<file path="config.mk">
export PLATFORM = sky130hd
export DESIGN_NAME = kbd_irq_ctrl
export DESIGN_NICKNAME = d
export VERILOG_FILES = /design/src/rtl/kbd_pkg.sv /design/src/rtl/kbd_sync.sv /design/src/rtl/kbd_detect.sv /design/src/rtl/kbd_regs.sv /design/src/rtl/kbd_irq_ctrl.sv
export SDC_FILE = /design/constraint.sdc
export NUM_CORES = 1
export LEC_CHECK = 0
export BUFFER_PORTS_ARGS = -buffer_cell sky130_fd_sc_hd__buf_2
export CELL_PAD_IN_SITES_DETAIL_PLACEMENT = 0
export CELL_PAD_IN_SITES_GLOBAL_PLACEMENT = 1
export CORE_UTILIZATION = 30
export CTS_CLUSTER_DIAMETER = 100
export DETAILED_ROUTE_END_ITERATION = 16
export PLACE_DENSITY_LB_ADDON = 0.12
export RECOVER_POWER = 50
export SETUP_SLACK_MARGIN = 0.3
export SKIP_LAST_GASP = 1
export SLEW_MARGIN = 20
export SYNTH_ARGS = -nofsm -noshare
export SYNTH_HDL_FRONTEND = slang
export SYNTH_SLANG_ARGS = --single-unit
</file>
<file path="constraint.sdc">
create_clock -name clk -period 2.36 [get_ports clk]
set_clock_uncertainty 0.2 [all_clocks]
set_input_delay 0.354 -clock clk [delete_from_list [all_inputs] [get_ports clk]]
set_output_delay 0.354 -clock clk [all_outputs]
set_load 0.02 [all_outputs]
</file>
<file path="src/rtl/kbd_pkg.sv">
package kbd_pkg;
  localparam int unsigned KBD_CTRL_ADDR_DEF = 'h0C;
  localparam int unsigned KBD_EN_ADDR_DEF   = 'h0D;
  // Control register bit positions (software decodes these)
  localparam int unsigned FLAG_BIT = 3;
  localparam int unsigned ACK_BIT  = 2;
  localparam int unsigned MASK_BIT = 1;
  localparam int unsigned MODE_BIT = 0;

  typedef enum logic { TRIG_EDGE = 1'b0, TRIG_LEVEL = 1'b1 } trig_mode_e;

  typedef struct packed {
    logic       mask;
    trig_mode_e mode;
  } kbd_ctrl_t;
endpackage

</file>
<file path="src/rtl/kbd_sync.sv">
module kbd_sync #(
  parameter int unsigned W      = 8,
  parameter int unsigned STAGES = 2
) (
  input  logic         clk,
  input  logic         rst,
  input  logic [W-1:0] d,
  output logic [W-1:0] q
);
  logic [W-1:0] chain [STAGES];

  genvar g;
  generate
    for (g = 0; g < STAGES; g++) begin : g_stage
      if (g == 0) begin : g_first
        always_ff @(posedge clk) begin
          if (rst) chain[0] <= '1;
          else     chain[0] <= d;
        end
      end else begin : g_next
        always_ff @(posedge clk) begin
          if (rst) chain[g] <= '1;
          else     chain[g] <= chain[g-1];
        end
      end
    end
  endgenerate

  assign q = chain[STAGES-1];
endmodule

</file>
<file path="src/rtl/kbd_detect.sv">
module kbd_detect #(
  parameter int unsigned W = 8
) (
  input  logic         clk,
  input  logic         rst,
  input  logic [W-1:0] pins_s,
  input  logic [W-1:0] en,
  output logic         act,
  output logic         edge_det
);
  logic [W-1:0] pins_d;
  logic         prev_act;

  always_ff @(posedge clk) begin
    if (rst) pins_d <= '1;
    else     pins_d <= pins_s;
  end

  // Both activity terms use the present enables, so turning on an
  // enable over a pin that is already low produces no edge.
  assign act      = |(en & ~pins_s);
  assign prev_act = |(en & ~pins_d);
  assign edge_det = act & ~prev_act;
endmodule

</file>
<file path="src/rtl/kbd_regs.sv">
module kbd_regs
  import kbd_pkg::*;
#(
  parameter int unsigned NPINS     = 8,
  parameter int unsigned ADDR_W    = 8,
  parameter int unsigned DATA_W    = 8,
  parameter int unsigned CTRL_ADDR = KBD_CTRL_ADDR_DEF,
  parameter int unsigned EN_ADDR   = KBD_EN_ADDR_DEF
) (
  input  logic              clk,
  input  logic              rst,
  input  logic [ADDR_W-1:0] bus_addr,
  input  logic              bus_wr,
  input  logic [DATA_W-1:0] bus_wdata,
  input  logic              act,
  input  logic              edge_det,
  output logic [NPINS-1:0]  en_q,
  output logic              flag_q,
  output kbd_ctrl_t         ctrl_q,
  output logic              ack,
  output logic [DATA_W-1:0] rdata_q
);
  localparam logic [ADDR_W-1:0] CTRL_A = CTRL_ADDR[ADDR_W-1:0];
  localparam logic [ADDR_W-1:0] EN_A   = EN_ADDR[ADDR_W-1:0];

  logic              wr_ctrl, wr_en;
  logic [DATA_W-1:0] rd_val;

  assign wr_ctrl = bus_wr && (bus_addr == CTRL_A);
  assign wr_en   = bus_wr && (bus_addr == EN_A);
  assign ack     = wr_ctrl && bus_wdata[ACK_BIT];

  always_ff @(posedge clk) begin
    if (rst) begin
      en_q   <= '0;
      ctrl_q <= '{mask: 1'b0, mode: TRIG_EDGE};
    end else begin
      if (wr_en)   en_q <= bus_wdata[NPINS-1:0];
      if (wr_ctrl) begin
        ctrl_q.mask <= bus_wdata[MASK_BIT];
        ctrl_q.mode <= trig_mode_e'(bus_wdata[MODE_BIT]);
      end
    end
  end

  // Edge beats acknowledge; acknowledge beats level re-trigger.
  always_ff @(posedge clk) begin
    if (rst)                                      flag_q <= 1'b0;
    else if (edge_det)                            flag_q <= 1'b1;
    else if (ack)                                 flag_q <= 1'b0;
    else if (ctrl_q.mode == TRIG_LEVEL && act)    flag_q <= 1'b1;
  end

  always_comb begin
    rd_val = '0;
    if (bus_addr == CTRL_A) begin
      rd_val[FLAG_BIT] = flag_q;
      rd_val[MASK_BIT] = ctrl_q.mask;
      rd_val[MODE_BIT] = ctrl_q.mode;
    end else if (bus_addr == EN_A) begin
      rd_val[NPINS-1:0] = en_q;
    end
  end

  always_ff @(posedge clk) begin
    if (rst) rdata_q <= '0;
    else     rdata_q <= rd_val;
  end
endmodule

</file>
<file path="src/rtl/kbd_irq_ctrl.sv">
module kbd_irq_ctrl
  import kbd_pkg::*;
#(
  parameter int unsigned NPINS       = 8,
  parameter int unsigned ADDR_W      = 8,
  parameter int unsigned DATA_W      = 8,
  parameter int unsigned SYNC_STAGES = 2,
  parameter int unsigned CTRL_ADDR   = KBD_CTRL_ADDR_DEF,
  parameter int unsigned EN_ADDR     = KBD_EN_ADDR_DEF
) (
  input  logic              clk,
  input  logic              rst,
  input  logic [NPINS-1:0]  kbd_pins_i,
  input  logic [ADDR_W-1:0] bus_addr_i,
  input  logic              bus_wr_i,
  input  logic [DATA_W-1:0] bus_wdata_i,
  output logic [DATA_W-1:0] bus_rdata_o,
  output logic              irq_o
);
  logic [NPINS-1:0] pins_s;
  logic [NPINS-1:0] en_w;
  logic             act_w, edge_w, flag_w, ack_w;
  kbd_ctrl_t        ctrl_w;

  kbd_sync #(.W(NPINS), .STAGES(SYNC_STAGES)) u_sync (
    .clk (clk),
    .rst (rst),
    .d   (kbd_pins_i),
    .q   (pins_s)
  );

  kbd_detect #(.W(NPINS)) u_detect (
    .clk      (clk),
    .rst      (rst),
    .pins_s   (pins_s),
    .en       (en_w),
    .act      (act_w),
    .edge_det (edge_w)
  );

  kbd_regs #(
    .NPINS(NPINS), .ADDR_W(ADDR_W), .DATA_W(DATA_W),
    .CTRL_ADDR(CTRL_ADDR), .EN_ADDR(EN_ADDR)
  ) u_regs (
    .clk       (clk),
    .rst       (rst),
    .bus_addr  (bus_addr_i),
    .bus_wr    (bus_wr_i),
    .bus_wdata (bus_wdata_i),
    .act       (act_w),
    .edge_det  (edge_w),
    .en_q      (en_w),
    .flag_q    (flag_w),
    .ctrl_q    (ctrl_w),
    .ack       (ack_w),
    .rdata_q   (bus_rdata_o)
  );

  assign irq_o = flag_w & ~ctrl_w.mask;
endmodule

</file>
==> results of run 1 <==
==> final cells by class <==
| class | instances | area share |
|---|---|---|
| inverters | 9 | 0.0193 |
| clock buffers | 7 | 0.0436 |
| multi-input cells | 76 | 0.306 |
| clock inverters | 1 | 0.00286 |
| well taps | 52 | 0.0372 |
| repair buffers | 35 | 0.0987 |
| flip-flops and latches | 43 | 0.492 |
==> metal layers <==
layer  GRT usage  share of wire  up-vias
li1            -              -      514
met1       0.124           0.46      451
met2       0.203           0.45       33
met3      0.0450          0.073        6
met4      0.0600          0.020        0
met5           0              0        -
==> layout by cell type (no fill, tap or decap), drive strengths merged <==
master   count
a21oi        1
a22o         3
and2         1
and3         1
buf         33
clkbuf       9
clkinv       1
dfxtp       43
inv          9
mux2i       10
nand2        2
nand3        1
nor2        12
nor2b        2
nor3         6
nor4         2
o2111ai      1
o22ai        7
o31ai        1
or2         24
or4          2
==> metrics by stage <==
stage / setup WS (ns) / total power, mW / std cells / util
CTS: 0.547 / 1.25 / 223 / 0.389
floorplan: 0.486 / 0.786 / 132 / -
global route: 0.505 / 1.30 / 223 / 0.388
detailed placement: 0.237 / 0.817 / 215 / 0.371
finish: 0.570 / 1.23 / 223 / 0.388
global placement: 0.283 / 0.815 / 215 / 0.371
==> registers in the layout (all words and copies together), names as in the netlist <==
| register | flops |
|---|---|
| u_regs.flag_q | 1 |
| u_regs.ctrl_q | 2 |
| u_detect.pins_d | 8 |
| u_regs.rdata_q | 8 |
| u_regs.en_q | 8 |
| u_sync.chain | 16 |
==> power by group through the flow <==
stage / Sequential [mW] / Combinational, mW / Clock [mW]
2_1_floorplan: 0.762 / 0.0244 / 0
3_3_place_gp: 0.763 / 0.0519 / 0
3_5_place_dp: 0.763 / 0.0537 / 0
4_1_cts: 0.746 / 0.0541 / 0.454
5_1_grt: 0.748 / 0.0588 / 0.490
6_report: 0.746 / 0.0525 / 0.434
==> cell families after synthesis <==
family | count (synthesis)
compound gates | 13
simple gates | 53
flops | 43
mux | 10
buf+inv | 13
==> worst max path at each step <==
stage / from / end / slack [ns]
floorplan: bus_addr_i[5] / u_regs.ctrl_q[0]$_SDFFE_PP0P_ / 0.49
global placement: bus_addr_i[5] / u_regs.ctrl_q[0]$_SDFFE_PP0P_ / 0.28
detailed placement: bus_addr_i[5] / u_regs.ctrl_q[0]$_SDFFE_PP0P_ / 0.24
CTS: bus_addr_i[5] / u_regs.ctrl_q[0]$_SDFFE_PP0P_ / 0.55
global route: bus_addr_i[5] / u_regs.ctrl_q[0]$_SDFFE_PP0P_ / 0.50
finish: bus_addr_i[5] / u_regs.ctrl_q[0]$_SDFFE_PP0P_ / 0.57
==> synth_stat cells <==
cell	count	share of area
o2111ai_1	1	0.0061
o31ai_1	1	0.0052
a21oi_1	1	0.0035
nor2b_1	2	0.0087
nor3_1	5	0.017
mux2i_1	10	0.069
o22ai_1	7	0.030
and2_2	1	0.0052
clkbuf_1	4	0.010
nor2_1	11	0.029
a22o_1	3	0.018
dfxtp_1	43	0.60
nand2_2	1	0.0043
or4_1	1	0.0052
nor2_4	1	0.0078
or2_2	24	0.10
nor4_1	1	0.0043
nor3_4	1	0.011
and3_1	1	0.0043
or4_4	1	0.0078
nor4_4	1	0.015
nand3_4	1	0.012
nand2_1	1	0.0026
inv_1	9	0.023
==> results.cfg, run 1 <==
[outcome]
status = complete, but fails checks
failed_checks = DRC

[global_routing]
grt_antenna_before_repair = 0
grt_max_degree = 44
grt_pass1_wl_um = 4450
track_usage = 0.117
first_global_vias = 1022
grt_overflow = 0

[critical_path]
cp_top_family = simple AND/OR/NAND/NOR gates
max_stage_delay_ns = 0.56
required_ns = 2.32
r2r-end = u_regs.flag_q$_SDFFE_PP0P_
r2r_setup_slack_ns = 0.68
path_cells = buf_2 -> or4_4 -> nor4_4 -> and2_2 -> mux2i_1 -> nor2_1
path_class = input pin to register
critPathBufInv = 1
worst-path-max-fanout = 3
crit_path_start_kind = input pin
worst_setup_path_end_kind = register
arrival_ns = 1.75
crit_path_top_delay_cell = or4_4
rr_worst_depth = 5
cp.depth = 6
rr_startpoint = u_regs.en_q[0]$_SDFFE_PP0P_

[sta]
final.setup.tns_ns = 0
slew_violations = 0
worst_pin_slew_ns = 0.660
max_freq_mhz = 559
relSlewSlack = 0.560
hold_viol_final = 0
rsz0062_at_grt = false
whs_ns = 0.0420
period_needed_ns = 1.79
finalSetupViolations = 0
finalCritPeriodShare = 0.759

[clock_network]
root_buffer = clkbuf_8
clk_latency_ns = 0.29
cts_hold_buf = 0
cts_resized = 0
cts_tree = done
clock_path_buffers = 2
cts_buffers = 5
clock-sinks = 43
clkTransAtPathRegs_ns = 0.08
htreeDepth = 2
post-cts-setup-buffers = 0

[synth]
synth_top_family_by_area = simple AND/OR/NAND/NOR gates
synth-xor-area-share = 0
synth_fp_nets = 159
synth_area_mm2 = 0.00145
netlist_instances = 132
ys_seq_elements = 43
synthAdderAreaFrac = 0
muxShareOfSynthArea = 0.0693
avgSynthCellArea_um2 = 10.9
ys_seq_area_frac = 0.596
ys.warnings.count = 0
synth-compound-area-share = 0.0632
yosys.area_share.simple = 0.238
ys_types = 24

[cells_and_area]
finalNetCount = 197
antenna_cells = 0
syn_to_final_growth_pct = 21.0
regArea_um2 = 861
final_cell_area_mm2 = 0.00175
multi_input_area_um2 = 536
drive_gt1_frac = 0.409
fill_cells = 462

[floorplan]
io_pins = 36
start_util = 0.321
die-area_mm2 = 0.00510
core.rowCount = 24
die_y_um = 71.4
die_w_um = 71.4
coreArea_mm2 = 0.00450

[power]
p_int_mw = 0.977
leakagePower_nw = 0.748
seqPwrFrac = 0.605
powerDensity_mw_per_mm2 = 704
ir_worst_vdd_v = 0.000321
power_frac_clock = 0.352
switchingPower_mw = 0.255
combPwrFrac = 0.043
netSwitchingFraction = 0.207

[route]
wl_um = 2610
via_per_inst = 4.50
antenna_left = 0
vias = 1004
dr.pass1.iters = 10
drc = 6
drtIter0Drc = 36
wire_per_inst_um = 11.7

[placement]
gp_congestion = 0.723
port_buffers = 35
placed_cell_area_mm2 = 0.00167

[hold_path]
min_from = kbd_pins_i[6]
min_to = u_sync.chain[0][6]$_SDFF_PP1_
hold_path_depth = 2
hp-class = input pin to register

[flow_run]
drv_cap = 0
(Power assumes the default switching activity.)
==> run 2: changes to the inputs <==
==> constraint.sdc (replaced) <==
create_clock -name clk -period 1.64 [get_ports clk]
set_clock_uncertainty 0.2 [all_clocks]
set_input_delay 0.246 -clock clk [delete_from_list [all_inputs] [get_ports clk]]
set_output_delay 0.246 -clock clk [all_outputs]
set_load 0.02 [all_outputs]
==> run 2 against run 1 <==
Net effect: the flow still finishes with violations (DRC); register-to-register slack got worse by 0.58 ns; critical path depth unchanged; total power increased by 54%; global-route usage increased by 0.25 points; die area unchanged; highest routed layer unchanged.
==> results.cfg, run 2 (same netlist as run 1, synthesis figures left out) <==
[floorplan]
start_util = 0.321
die_y_um = 71.4
core.rowCount = 24
io_pins = 36
coreArea_mm2 = 0.00450
die-area_mm2 = 0.00510
die_w_um = 71.4

[placement]
port_buffers = 35
gp_congestion = 0.684
placed_cell_area_mm2 = 0.00172
pre_cts_slack_ns = -0.337
dpl.hpwl_um = 2060
placed_cells = 222

[clock_network]
cts_buffers = 5
htreeDepth = 2
clkTransAtPathRegs_ns = 0.08
cts_tree = done
clk_latency_ns = 0.29
root_buffer = clkbuf_8
clock-sinks = 43
clock_path_buffers = 2

[critical_path]
worst-path-max-fanout = 8
rr_worst_depth = 5
r2r_setup_slack_ns = 0.10
required_ns = 1.61
crit_path_start_kind = input pin
rr_startpoint = u_regs.en_q[6]$_SDFFE_PP0P_
arrival_ns = 1.60
worst_setup_path_end_kind = register
r2r-end = u_regs.flag_q$_SDFFE_PP0P_
path_class = input pin to register

[sta]
rsz0062_at_grt = true
max_freq_mhz = 614
finalSetupViolations = 0
final.setup.tns_ns = 0
finalCritPeriodShare = 0.992
worst_pin_slew_ns = 0.573
period_needed_ns = 1.63
hold_viol_final = 0
whs_ns = 0.00194
relSlewSlack = 0.618
slew_violations = 0
setup_ws_ns = 0.0126

[cells_and_area]
largest_register_ffs = 16
final_cell_area_mm2 = 0.00202
syn_to_final_growth_pct = 39.6
finalNetCount = 219
drive_gt1_frac = 0.523
final_util = 0.448
final_common_cell = dfxtp_1
final_cell_mix = 38 x dfxtp_1, 33 x buf_2, 24 x or2_2
top_register = u_sync.chain
antenna_cells = 0
stdcell_count = 245

[global_routing]
first_global_vias = 1070
grt_pass1_wl_um = 4570
grt_antenna_before_repair = 0
grt_max_degree = 20
track_usage = 0.120
grt_overflow = 0

[hold_path]
min_from = bus_wdata_i[3]
hp-class = input pin to register
hold_path_depth = 3
min_to = u_regs.en_q[3]$_SDFFE_PP0P_

[outcome]
status = complete, but fails checks
failed_checks = DRC

[power]
total_power_mw = 1.90
ir_worst_vdd_v = 0.000424
leakagePower_nw = 0.875
powerDensity_mw_per_mm2 = 940

[route]
wire_per_inst_um = 11.4
wl_um = 2780
drc = 6
vias = 1077
drtIter0Drc = 28
antenna_left = 0
via_per_inst = 4.40
dr.pass1.iters = 10

[flow_run]
drv_cap = 0
==> run 2: how the worst max path moves through the flow <==
| stage | from | cells past startpoint | endpoint | slack, ns |
|---|---|---|---|---|
| floorplan | bus_addr_i[5] | 5 | u_regs.ctrl_q[0]$_SDFFE_PP0P_ | -0.12 |
| global placement | bus_addr_i[5] | 6 | u_regs.ctrl_q[0]$_SDFFE_PP0P_ | -0.30 |
| detailed placement | bus_addr_i[5] | 6 | u_regs.en_q[6]$_SDFFE_PP0P_ | -0.34 |
| CTS | bus_addr_i[5] | 6 | u_regs.en_q[6]$_SDFFE_PP0P_ | -0.003 |
| global route | bus_addr_i[5] | 6 | u_regs.en_q[4]$_SDFFE_PP0P_ | -0.05 |
| finish | bus_addr_i[5] | 6 | u_regs.en_q[6]$_SDFFE_PP0P_ | 0.01 |
==> run 2: worst max-delay path: stages <==
cell and delay (ns):
buf_6 0.09, or4_4 0.57, nor3_4 0.24, nand3_4 0.20
mux2i_1 0.20, nor2_1 0.06
==> run 2: area by class of cell <==
cell class	instances	area [um^2]
fill	452	2490
clock inverter	1	7.51
clock buffer	7	96.3
tap	52	65.1
sequential	43	867
inverter	9	33.8
multi-input combinational	76	577
timing repair buffer	57	370
==> run 2: timing repair <==
action | CTS | global route
setup endpoints to repair | 20 | 20
hold buffers | 10 | 0
endpoints found under the hold margin | 10 | 0
resized for setup | 7 | 12
setup buffers | 1 | 4
pin swaps | 3 | 5
==> run 2: report_power, final <==
| group | switching, mW | internal [mW] |
|---|---|---|
| logic | 0.0408 | 0.0597 |
| registers | 0.00690 | 1.07 |
| clock network | 0.340 | 0.383 |
==> run 2: metal layers <==
metal,wire (um),up-vias,GRT usage
met5,0,-,0
met4,57,0,0.0600
met3,183,7,0.0394
met2,1320,35,0.210
met1,1230,477,0.130
li1,-,558,-
